[src/rtl/led_chain_pkg.sv]
package led_chain_pkg;

  localparam logic [7:0] OP_STORE = 8'h63;
  localparam logic [7:0] OP_SEND  = 8'h74;

  typedef enum logic [1:0] {ST_IDLE, ST_HIGH, ST_LOW, ST_LATCH} tx_state_e;

  // ceil(hz * ns / 1e9)
  function automatic longint unsigned ns_to_cyc(longint unsigned hz, longint unsigned ns);
    return (hz * ns + 64'd999_999_999) / 64'd1_000_000_000;
  endfunction

endpackage

[src/rtl/led_cmd_parser.sv]
module led_cmd_parser
  import led_chain_pkg::*;
#(
  parameter int N_LEDS = 8,
  parameter int IDX_W  = 3
) (
  input  logic             clk_i,
  input  logic             rst_ni,
  input  logic [7:0]       byte_i,
  input  logic             fire_i,
  output logic             wr_en_o,
  output logic [IDX_W-1:0] wr_idx_o,
  output logic [23:0]      wr_color_o,
  output logic             start_o
);

  logic [2:0] cnt_q;
  logic [7:0] op_q, red_q, grn_q, blu_q;
  logic       last;

  assign last       = fire_i && (cnt_q == 3'd4);
  assign wr_en_o    = last && (op_q == OP_STORE) && (32'(byte_i) < N_LEDS);
  assign wr_idx_o   = IDX_W'(byte_i);
  assign wr_color_o = {grn_q, red_q, blu_q};
  assign start_o    = last && (op_q == OP_SEND);

  always_ff @(posedge clk_i or negedge rst_ni) begin
    if (!rst_ni) begin
      cnt_q <= '0;
      op_q  <= '0;
      red_q <= '0;
      grn_q <= '0;
      blu_q <= '0;
    end else if (fire_i) begin
      case (cnt_q)
        3'd0:    op_q  <= byte_i;
        3'd1:    red_q <= byte_i;
        3'd2:    grn_q <= byte_i;
        3'd3:    blu_q <= byte_i;
        default: ;
      endcase
      cnt_q <= last ? 3'd0 : cnt_q + 3'd1;
    end
  end

endmodule

[src/rtl/led_color_buf.sv]
module led_color_buf #(
  parameter int N_LEDS = 8,
  parameter int IDX_W  = 3
) (
  input  logic             clk_i,
  input  logic             rst_ni,
  input  logic             wr_en_i,
  input  logic [IDX_W-1:0] wr_idx_i,
  input  logic [23:0]      wr_color_i,
  input  logic [IDX_W-1:0] rd_idx_i,
  output logic [23:0]      rd_color_o
);

  logic [23:0] ent_q [N_LEDS];

  for (genvar i = 0; i < N_LEDS; i++) begin : g_ent
    always_ff @(posedge clk_i or negedge rst_ni) begin
      if (!rst_ni)                                     ent_q[i] <= '0;
      else if (wr_en_i && (wr_idx_i == IDX_W'(i)))     ent_q[i] <= wr_color_i;
    end
  end

  assign rd_color_o = ent_q[rd_idx_i];

endmodule

[src/rtl/led_frame_tx.sv]
module led_frame_tx
  import led_chain_pkg::*;
#(
  parameter int          N_LEDS    = 8,
  parameter int          IDX_W     = 3,
  parameter int unsigned ONE_HI    = 70,
  parameter int unsigned ONE_LO    = 60,
  parameter int unsigned ZERO_HI   = 35,
  parameter int unsigned ZERO_LO   = 80,
  parameter int unsigned LATCH_LEN = 5000
) (
  input  logic             clk_i,
  input  logic             rst_ni,
  input  logic             start_i,
  input  logic [23:0]      rd_color_i,
  output logic [IDX_W-1:0] rd_idx_o,
  output logic             line_o,
  output logic             busy_o
);

  localparam int unsigned HI_MAX  = (ONE_HI > ZERO_HI) ? ONE_HI : ZERO_HI;
  localparam int unsigned LO_MAX  = (ONE_LO > ZERO_LO) ? ONE_LO : ZERO_LO;
  localparam int unsigned BIT_MAX = (HI_MAX > LO_MAX) ? HI_MAX : LO_MAX;
  localparam int unsigned CNT_MAX = (BIT_MAX > LATCH_LEN) ? BIT_MAX : LATCH_LEN;
  localparam int          CW      = $clog2(CNT_MAX + 1);
  localparam int unsigned RUN_MAX = LATCH_LEN + LO_MAX + 1;
  localparam int          RW      = $clog2(RUN_MAX + 1);

  localparam logic [CW-1:0] ONE_HI_E  = CW'(ONE_HI - 1);
  localparam logic [CW-1:0] ONE_LO_E  = CW'(ONE_LO - 1);
  localparam logic [CW-1:0] ZERO_HI_E = CW'(ZERO_HI - 1);
  localparam logic [CW-1:0] ZERO_LO_E = CW'(ZERO_LO - 1);
  localparam logic [CW-1:0] LATCH_E   = CW'(LATCH_LEN - 1);

  tx_state_e        state_q, state_d;
  logic [CW-1:0]    cnt_q, cnt_d;
  logic [IDX_W-1:0] led_q, led_d;
  logic [4:0]       bit_q, bit_d;
  logic             cur_bit, hi_end, lo_end, last_bit;

  assign rd_idx_o = led_q;
  assign cur_bit  = rd_color_i[bit_q];
  assign hi_end   = cnt_q == (cur_bit ? ONE_HI_E : ZERO_HI_E);
  assign lo_end   = cnt_q == (cur_bit ? ONE_LO_E : ZERO_LO_E);
  assign last_bit = (bit_q == 5'd0) && (led_q == IDX_W'(N_LEDS - 1));
  assign line_o   = state_q == ST_HIGH;
  assign busy_o   = state_q != ST_IDLE;

  always_comb begin
    state_d = state_q;
    cnt_d   = cnt_q + CW'(1);
    led_d   = led_q;
    bit_d   = bit_q;
    unique case (state_q)
      ST_IDLE: begin
        cnt_d = '0;
        if (start_i) begin
          state_d = ST_HIGH;
          led_d   = '0;
          bit_d   = 5'd23;
        end
      end
      ST_HIGH: if (hi_end) begin
        state_d = ST_LOW;
        cnt_d   = '0;
      end
      ST_LOW: if (lo_end) begin
        cnt_d = '0;
        if (last_bit) state_d = ST_LATCH;
        else begin
          state_d = ST_HIGH;
          if (bit_q == 5'd0) begin
            bit_d = 5'd23;
            led_d = led_q + IDX_W'(1);
          end else bit_d = bit_q - 5'd1;
        end
      end
      ST_LATCH: if (cnt_q == LATCH_E) begin
        state_d = ST_IDLE;
        cnt_d   = '0;
      end
      default: state_d = ST_IDLE;
    endcase
  end

  always_ff @(posedge clk_i or negedge rst_ni) begin
    if (!rst_ni) begin
      state_q <= ST_IDLE;
      cnt_q   <= '0;
      led_q   <= '0;
      bit_q   <= '0;
    end else begin
      state_q <= state_d;
      cnt_q   <= cnt_d;
      led_q   <= led_d;
      bit_q   <= bit_d;
    end
  end

  // cycles the line has held its present level, for the width checks
  logic [RW-1:0] run_q;
  always_ff @(posedge clk_i or negedge rst_ni) begin
    if (!rst_ni)                            run_q <= RW'(1);
    else if ((state_d == ST_HIGH) != line_o) run_q <= RW'(1);
    else if (run_q != RW'(RUN_MAX))          run_q <= run_q + RW'(1);
  end

  AST_HIGH_WIDTH: assert property (@(posedge clk_i) disable iff (!rst_ni)
    $fell(line_o) |-> ($past(run_q) == RW'(ONE_HI) || $past(run_q) == RW'(ZERO_HI)));

  AST_LOW_WIDTH: assert property (@(posedge clk_i) disable iff (!rst_ni)
    ($rose(line_o) && $past(busy_o)) |->
      ($past(run_q) == RW'(ONE_LO) || $past(run_q) == RW'(ZERO_LO)));

  AST_LATCH_HOLD: assert property (@(posedge clk_i) disable iff (!rst_ni)
    $fell(busy_o) |-> ($past(run_q) >= RW'(LATCH_LEN) && !$past(line_o)));

endmodule

[src/rtl/led_chain_drv.sv]
module led_chain_drv
  import led_chain_pkg::*;
#(
  parameter int              N_LEDS = 8,
  parameter longint unsigned CLK_HZ = 100_000_000
) (
  input  logic       clk_i,
  input  logic       rst_ni,
  input  logic [7:0] in_data_i,
  input  logic       in_valid_i,
  output logic       in_ready_o,
  output logic       busy_o,
  output logic       led_o
);

  localparam int          IDX_W     = (N_LEDS > 1) ? $clog2(N_LEDS) : 1;
  localparam int unsigned ONE_HI    = int'(ns_to_cyc(CLK_HZ, 700));
  localparam int unsigned ONE_LO    = int'(ns_to_cyc(CLK_HZ, 600));
  localparam int unsigned ZERO_HI   = int'(ns_to_cyc(CLK_HZ, 350));
  localparam int unsigned ZERO_LO   = int'(ns_to_cyc(CLK_HZ, 800));
  localparam int unsigned LATCH_LEN = int'(ns_to_cyc(CLK_HZ, 50_000));

  logic             fire, wr_en, start;
  logic [IDX_W-1:0] wr_idx, rd_idx;
  logic [23:0]      wr_color, rd_color;

  assign in_ready_o = !busy_o;
  assign fire       = in_valid_i && in_ready_o;

  led_cmd_parser #(.N_LEDS(N_LEDS), .IDX_W(IDX_W)) u_parser (
    .clk_i, .rst_ni,
    .byte_i     (in_data_i),
    .fire_i     (fire),
    .wr_en_o    (wr_en),
    .wr_idx_o   (wr_idx),
    .wr_color_o (wr_color),
    .start_o    (start)
  );

  led_color_buf #(.N_LEDS(N_LEDS), .IDX_W(IDX_W)) u_buf (
    .clk_i, .rst_ni,
    .wr_en_i    (wr_en),
    .wr_idx_i   (wr_idx),
    .wr_color_i (wr_color),
    .rd_idx_i   (rd_idx),
    .rd_color_o (rd_color)
  );

  led_frame_tx #(
    .N_LEDS(N_LEDS), .IDX_W(IDX_W),
    .ONE_HI(ONE_HI), .ONE_LO(ONE_LO), .ZERO_HI(ZERO_HI), .ZERO_LO(ZERO_LO),
    .LATCH_LEN(LATCH_LEN)
  ) u_tx (
    .clk_i, .rst_ni,
    .start_i    (start),
    .rd_color_i (rd_color),
    .rd_idx_o   (rd_idx),
    .line_o     (led_o),
    .busy_o     (busy_o)
  );

  AST_START_BUSY: assert property (@(posedge clk_i) disable iff (!rst_ni)
    start |=> busy_o);

  AST_IDLE_QUIET: assert property (@(posedge clk_i) disable iff (!rst_ni)
    !busy_o |-> !led_o);

endmodule

[config.mk]
export PLATFORM = sky130hd
export DESIGN_NAME = led_chain_drv
export DESIGN_NICKNAME = d
export VERILOG_FILES = /design/src/rtl/led_chain_pkg.sv /design/src/rtl/led_cmd_parser.sv /design/src/rtl/led_color_buf.sv /design/src/rtl/led_frame_tx.sv /design/src/rtl/led_chain_drv.sv
export SDC_FILE = /design/constraint.sdc
export NUM_CORES = 1
export LEC_CHECK = 0
export ABC_AREA = 1
export BUFFER_PORTS_ARGS = -buffer_cell sky130_fd_sc_hd__buf_4
export CAP_MARGIN = 0
export CORE_MARGIN = 5
export CORE_UTILIZATION = 30
export CTS_CLUSTER_SIZE = 12
export DETAILED_ROUTE_END_ITERATION = 12
export PLACE_DENSITY_LB_ADDON = 0.12
export SYNTH_ARGS = -nofsm -noshare
export SYNTH_HDL_FRONTEND = slang
export SYNTH_HIERARCHICAL = 1
export SYNTH_SLANG_ARGS = --single-unit
[constraint.sdc]
create_clock -name clk_i -period 2.3 [get_ports clk_i]
set_input_delay 0.23 -clock clk_i [delete_from_list [all_inputs] [get_ports clk_i]]
set_output_delay 0.23 -clock clk_i [all_outputs]
set_load 0.05 [all_outputs]
==> flow_summary.ini <==
[grt]
antenna_found_initial = 0
overflow = 0
grt_pass1_wl_mm = 60.75
grt_max_degree = 77
grt_pass1_vias = 10460
grt.total_usage_pct = 16.16

[synthesis]
syn_avg_cell_area_um2 = 7.443
synthCells = 1731
muxShareOfSynthArea_pct = 0
synth_top_area_share_pct = 48.56
synth_xor_area_share_pct = 0.4079
yosys.area.top_type = dfrtp_1
synth_top_family_by_area = simple AND/OR/NAND/NOR gates
ys.flop_type = dfrtp_1
syn_nets = 1751
ys_seq_area_share_pct = 48.56
yosysWarnings = 6
yosys-top-cells-count = nand2_1 (624), inv_1 (282), dfrtp_1 (250), nand3_1 (138), o21ai_0 (123)
synthArstFlopShare_pct = 100.0
synth.cell_area_um2 = 12880
yosys.area_share.adder_pct = 0.8740
ys_types = 32
synthTopCellsByArea = dfrtp_1 (49%), nand2_1 (18%), inv_1 (8.2%), nand3_1 (5.4%), o21ai_0 (4.8%)
ys_ff_latch = 250
synth_compound_area_share_pct = 10.47
yosys.area_share.simple_pct = 26.82
synth_edf_count = 0
synth.most_common_cell = nand2_1

[critical_path]
crit_path_end_kind = flip-flop
path_cells = clkinv_8 -> buf_12 -> buf_16 -> buf_12 -> nand2_4 -> nand3_2 -> nand2_2 -> nand2_2 -> nand2_2 -> nand2_1 -> nand2_1 -> nand2_2 -> nand3_4 -> nand3_2 -> nand2_4 -> nand3_4 -> nand2_2 -> nand2_2 -> o21bai_4 -> buf_12 -> nand3_4 -> nand2_1 -> nand2_1
worstSetupPathType = flip-flop to flip-flop
crit_arrival_ns = 3.25
cp.required_ns = 2.77
cp_slowest_cell = dfrtp_4
cp-start-kind = flip-flop
cpMostUsedCell = nand2_2
crit_buf_inv = 5
cpPeakStageDelay_ns = 0.52
cp_max_fo = 8
crit_family = simple AND/OR/NAND/NOR gates

[detailed_routing]
drt-initial-drc-count = 687
drc = 0
avgViaCountPerCell = 4.558
wl_per_cell_um = 16.82
vias = 10710
drtAntennaViolNets = 0
wl_mm = 39.54
dr.pass1.iters = 5

[floorplanning]
dieArea_um2 = 47190
pin_count = 14
initial_utilization_pct = 30.11
rows = 76
fp.coreArea_um2 = 42790
chipHeight_um = 217.2
die_x_um = 217.2

[sta]
slew_violations = 0
timing.final.hold_violations = 0
setup_viol = 21
maxSlewHeadroom_pct = 60.30
skew_ns = 0.03580
tns_ns = -9.649
fin_crit_ns = 2.783
max_freq_ghz = 0.3594
finalWorstSetupSlack_ns = -0.4825
tightest_slew_ns = 0.5805
holdWs_ns = 0.01826
rsz0062_at_grt = true
period_share_pct = 121.0

[run]
maxCapViolCount = 0

[clock_network]
clk_pin_slew_ns = 0.06
cts_inserted_buffers = 29
cts_tree = done
cts_sinks = 250
clock_latency_ns = 0.58
cts-htree-levels = 1
clockBufferDepth = 3
ctsRootBufferMaster = clkbuf_16

[final_layout]
n_antenna_cell = 0
finalNetCount = 1804
drive_gt1_share_pct = 15.08
nFillCells = 4508
area_growth_pct = 21.81

[power_and_ir_drop]
p_leak_nw = 7.595
p_per_area_nw_per_um2 = 1042
ir_worst_vdd_mv = 0.6276

[placement]
numPortBuffers = 13
place_congestion = 0.8233
post-dp-hpwl_mm = 23.25

[outcome]
outcome = finished with violations
violations = setup timing

[min_path]
hp-class = primary input to flip-flop
metal layers:
metal  wire (um)  part of all wire (%)  GRT usage, %  vias to the layer above
met2       18020                    46         26.36                      152
met3        1343                   3.4         1.934                       53
met1       19350                    49         23.13                     5063
met5           0                     0             0                        -
met4         831                   2.1         3.729                        0
li1            -                     -             -                     5443
tightest hold or removal path: stages:
cell	delay (ns)
buf_4	0.07
inv_1	0.09
o21ai_1	0.14
where the power goes:
group | switching [mW] | leakage [nW] | internal, mW | total [mW]
Combinational | 4.04 | 3.86 | 2.49 | 6.53
Clock | 1.87 | 0.441 | 2.59 | 4.46
Sequential | 0.558 | 3.30 | 4.80 | 5.36
path summary, 6_finish.rpt:
check,endpoint,depth (start not counted),start,slack [ns]
max in group asynchronous,u_parser/blu_q[7],3,rst_ni,1.25
worst max-delay path,u_tx/bit_q[1],23,u_tx/rd_idx_o[0],-0.48
worst min register to register,u_buf/ent_q[92],2,u_buf/ent_q[92],0.48
worst max register to register,u_tx/bit_q[1],23,u_tx/rd_idx_o[0],-0.48
worst min-delay path,u_parser/op_q[3],3,in_data_i[3],0.02
min in group asynchronous,u_buf/ent_q[152],2,rst_ni,0.15
sequential cells by signal, summed over array words and instances (netlist names):
name	count
u_parser/grn_q	8
u_parser/op_q	8
u_buf/ent_q	192
u_parser/blu_q	8
u_parser/cnt_q	3
u_tx/cnt_q	13
u_tx/state_q	2
u_tx/bit_q	5
u_parser/red_q	8
u_tx/rd_idx_o	3
kinds of logic after synthesis:
kind of cell / after synthesis
compound gates: 249
xor+xnor: 6
fa+ha+maj: 9
buf+inv: 381
flops: 250
simple gates: 836
final cells by class:
type	count	area (um^2)	share of cell area, %
multi-input combinational	1100	5306	33.81
clock buffer	45	835.8	5.326
timing repair buffer	115	1451	9.248
inverter	288	1096	6.984
tap	546	683.2	4.353
clock inverter	6	58.81	0.3747
sequential	250	6262	39.90
cells in the final DEF, fill, tap and decap left out, types with 2 or more instances in the layout:
cell	n
clkinv_2	4
inv_1	274
clkbuf_8	5
nand4_1	15
nand3_2	27
inv_2	12
nand3_1	111
buf_8	3
clkbuf_16	33
a21oi_1	13
nand2_4	6
nor3_1	5
nand2_1	589
xor2_1	6
o21ai_2	20
dlygate4sd3_1	2
clkbuf_1	11
o21ai_1	89
dfrtp_2	2
nand2_2	31
buf_6	10
o21ai_0	122
nand3_4	8
ha_1	8
nor4_1	3
nor2_4	3
buf_4	64
nor2_2	2
nor2_1	32
buf_12	25
dfrtp_1	247
buf_16	7
nand3b_1	2
what timing repair did:
item	4_1_cts	5_1_grt
endpoints found under the hold margin	178	0
buffers inserted	5	6
resized for setup	44	55
pin swaps	9	39
hold buffers	2	0
endpoints found under the setup margin	21	213
gates cloned	6	7
stage by stage:
| step | setup WS, ns | cells | power, mW | utilization [%] | instance area (um^2) |
|---|---|---|---|---|---|
| finish | -0.4825 | 2350 | 16.35 | 36.68 | 15690 |
| global route | -0.6552 | 2350 | 17.43 | 36.68 | 15690 |
| CTS | -0.4469 | 2337 | 15.96 | 35.66 | 15260 |
| detailed placement | -0.5337 | 2273 | 10.77 | 32.66 | 13970 |
| global placement | -0.4963 | 2273 | 10.78 | 32.66 | 13970 |
| floorplan | 0.002345 | 1731 | 8.731 | - | 12950 |
No activity file was read; power rests on OpenSTA's default activity.
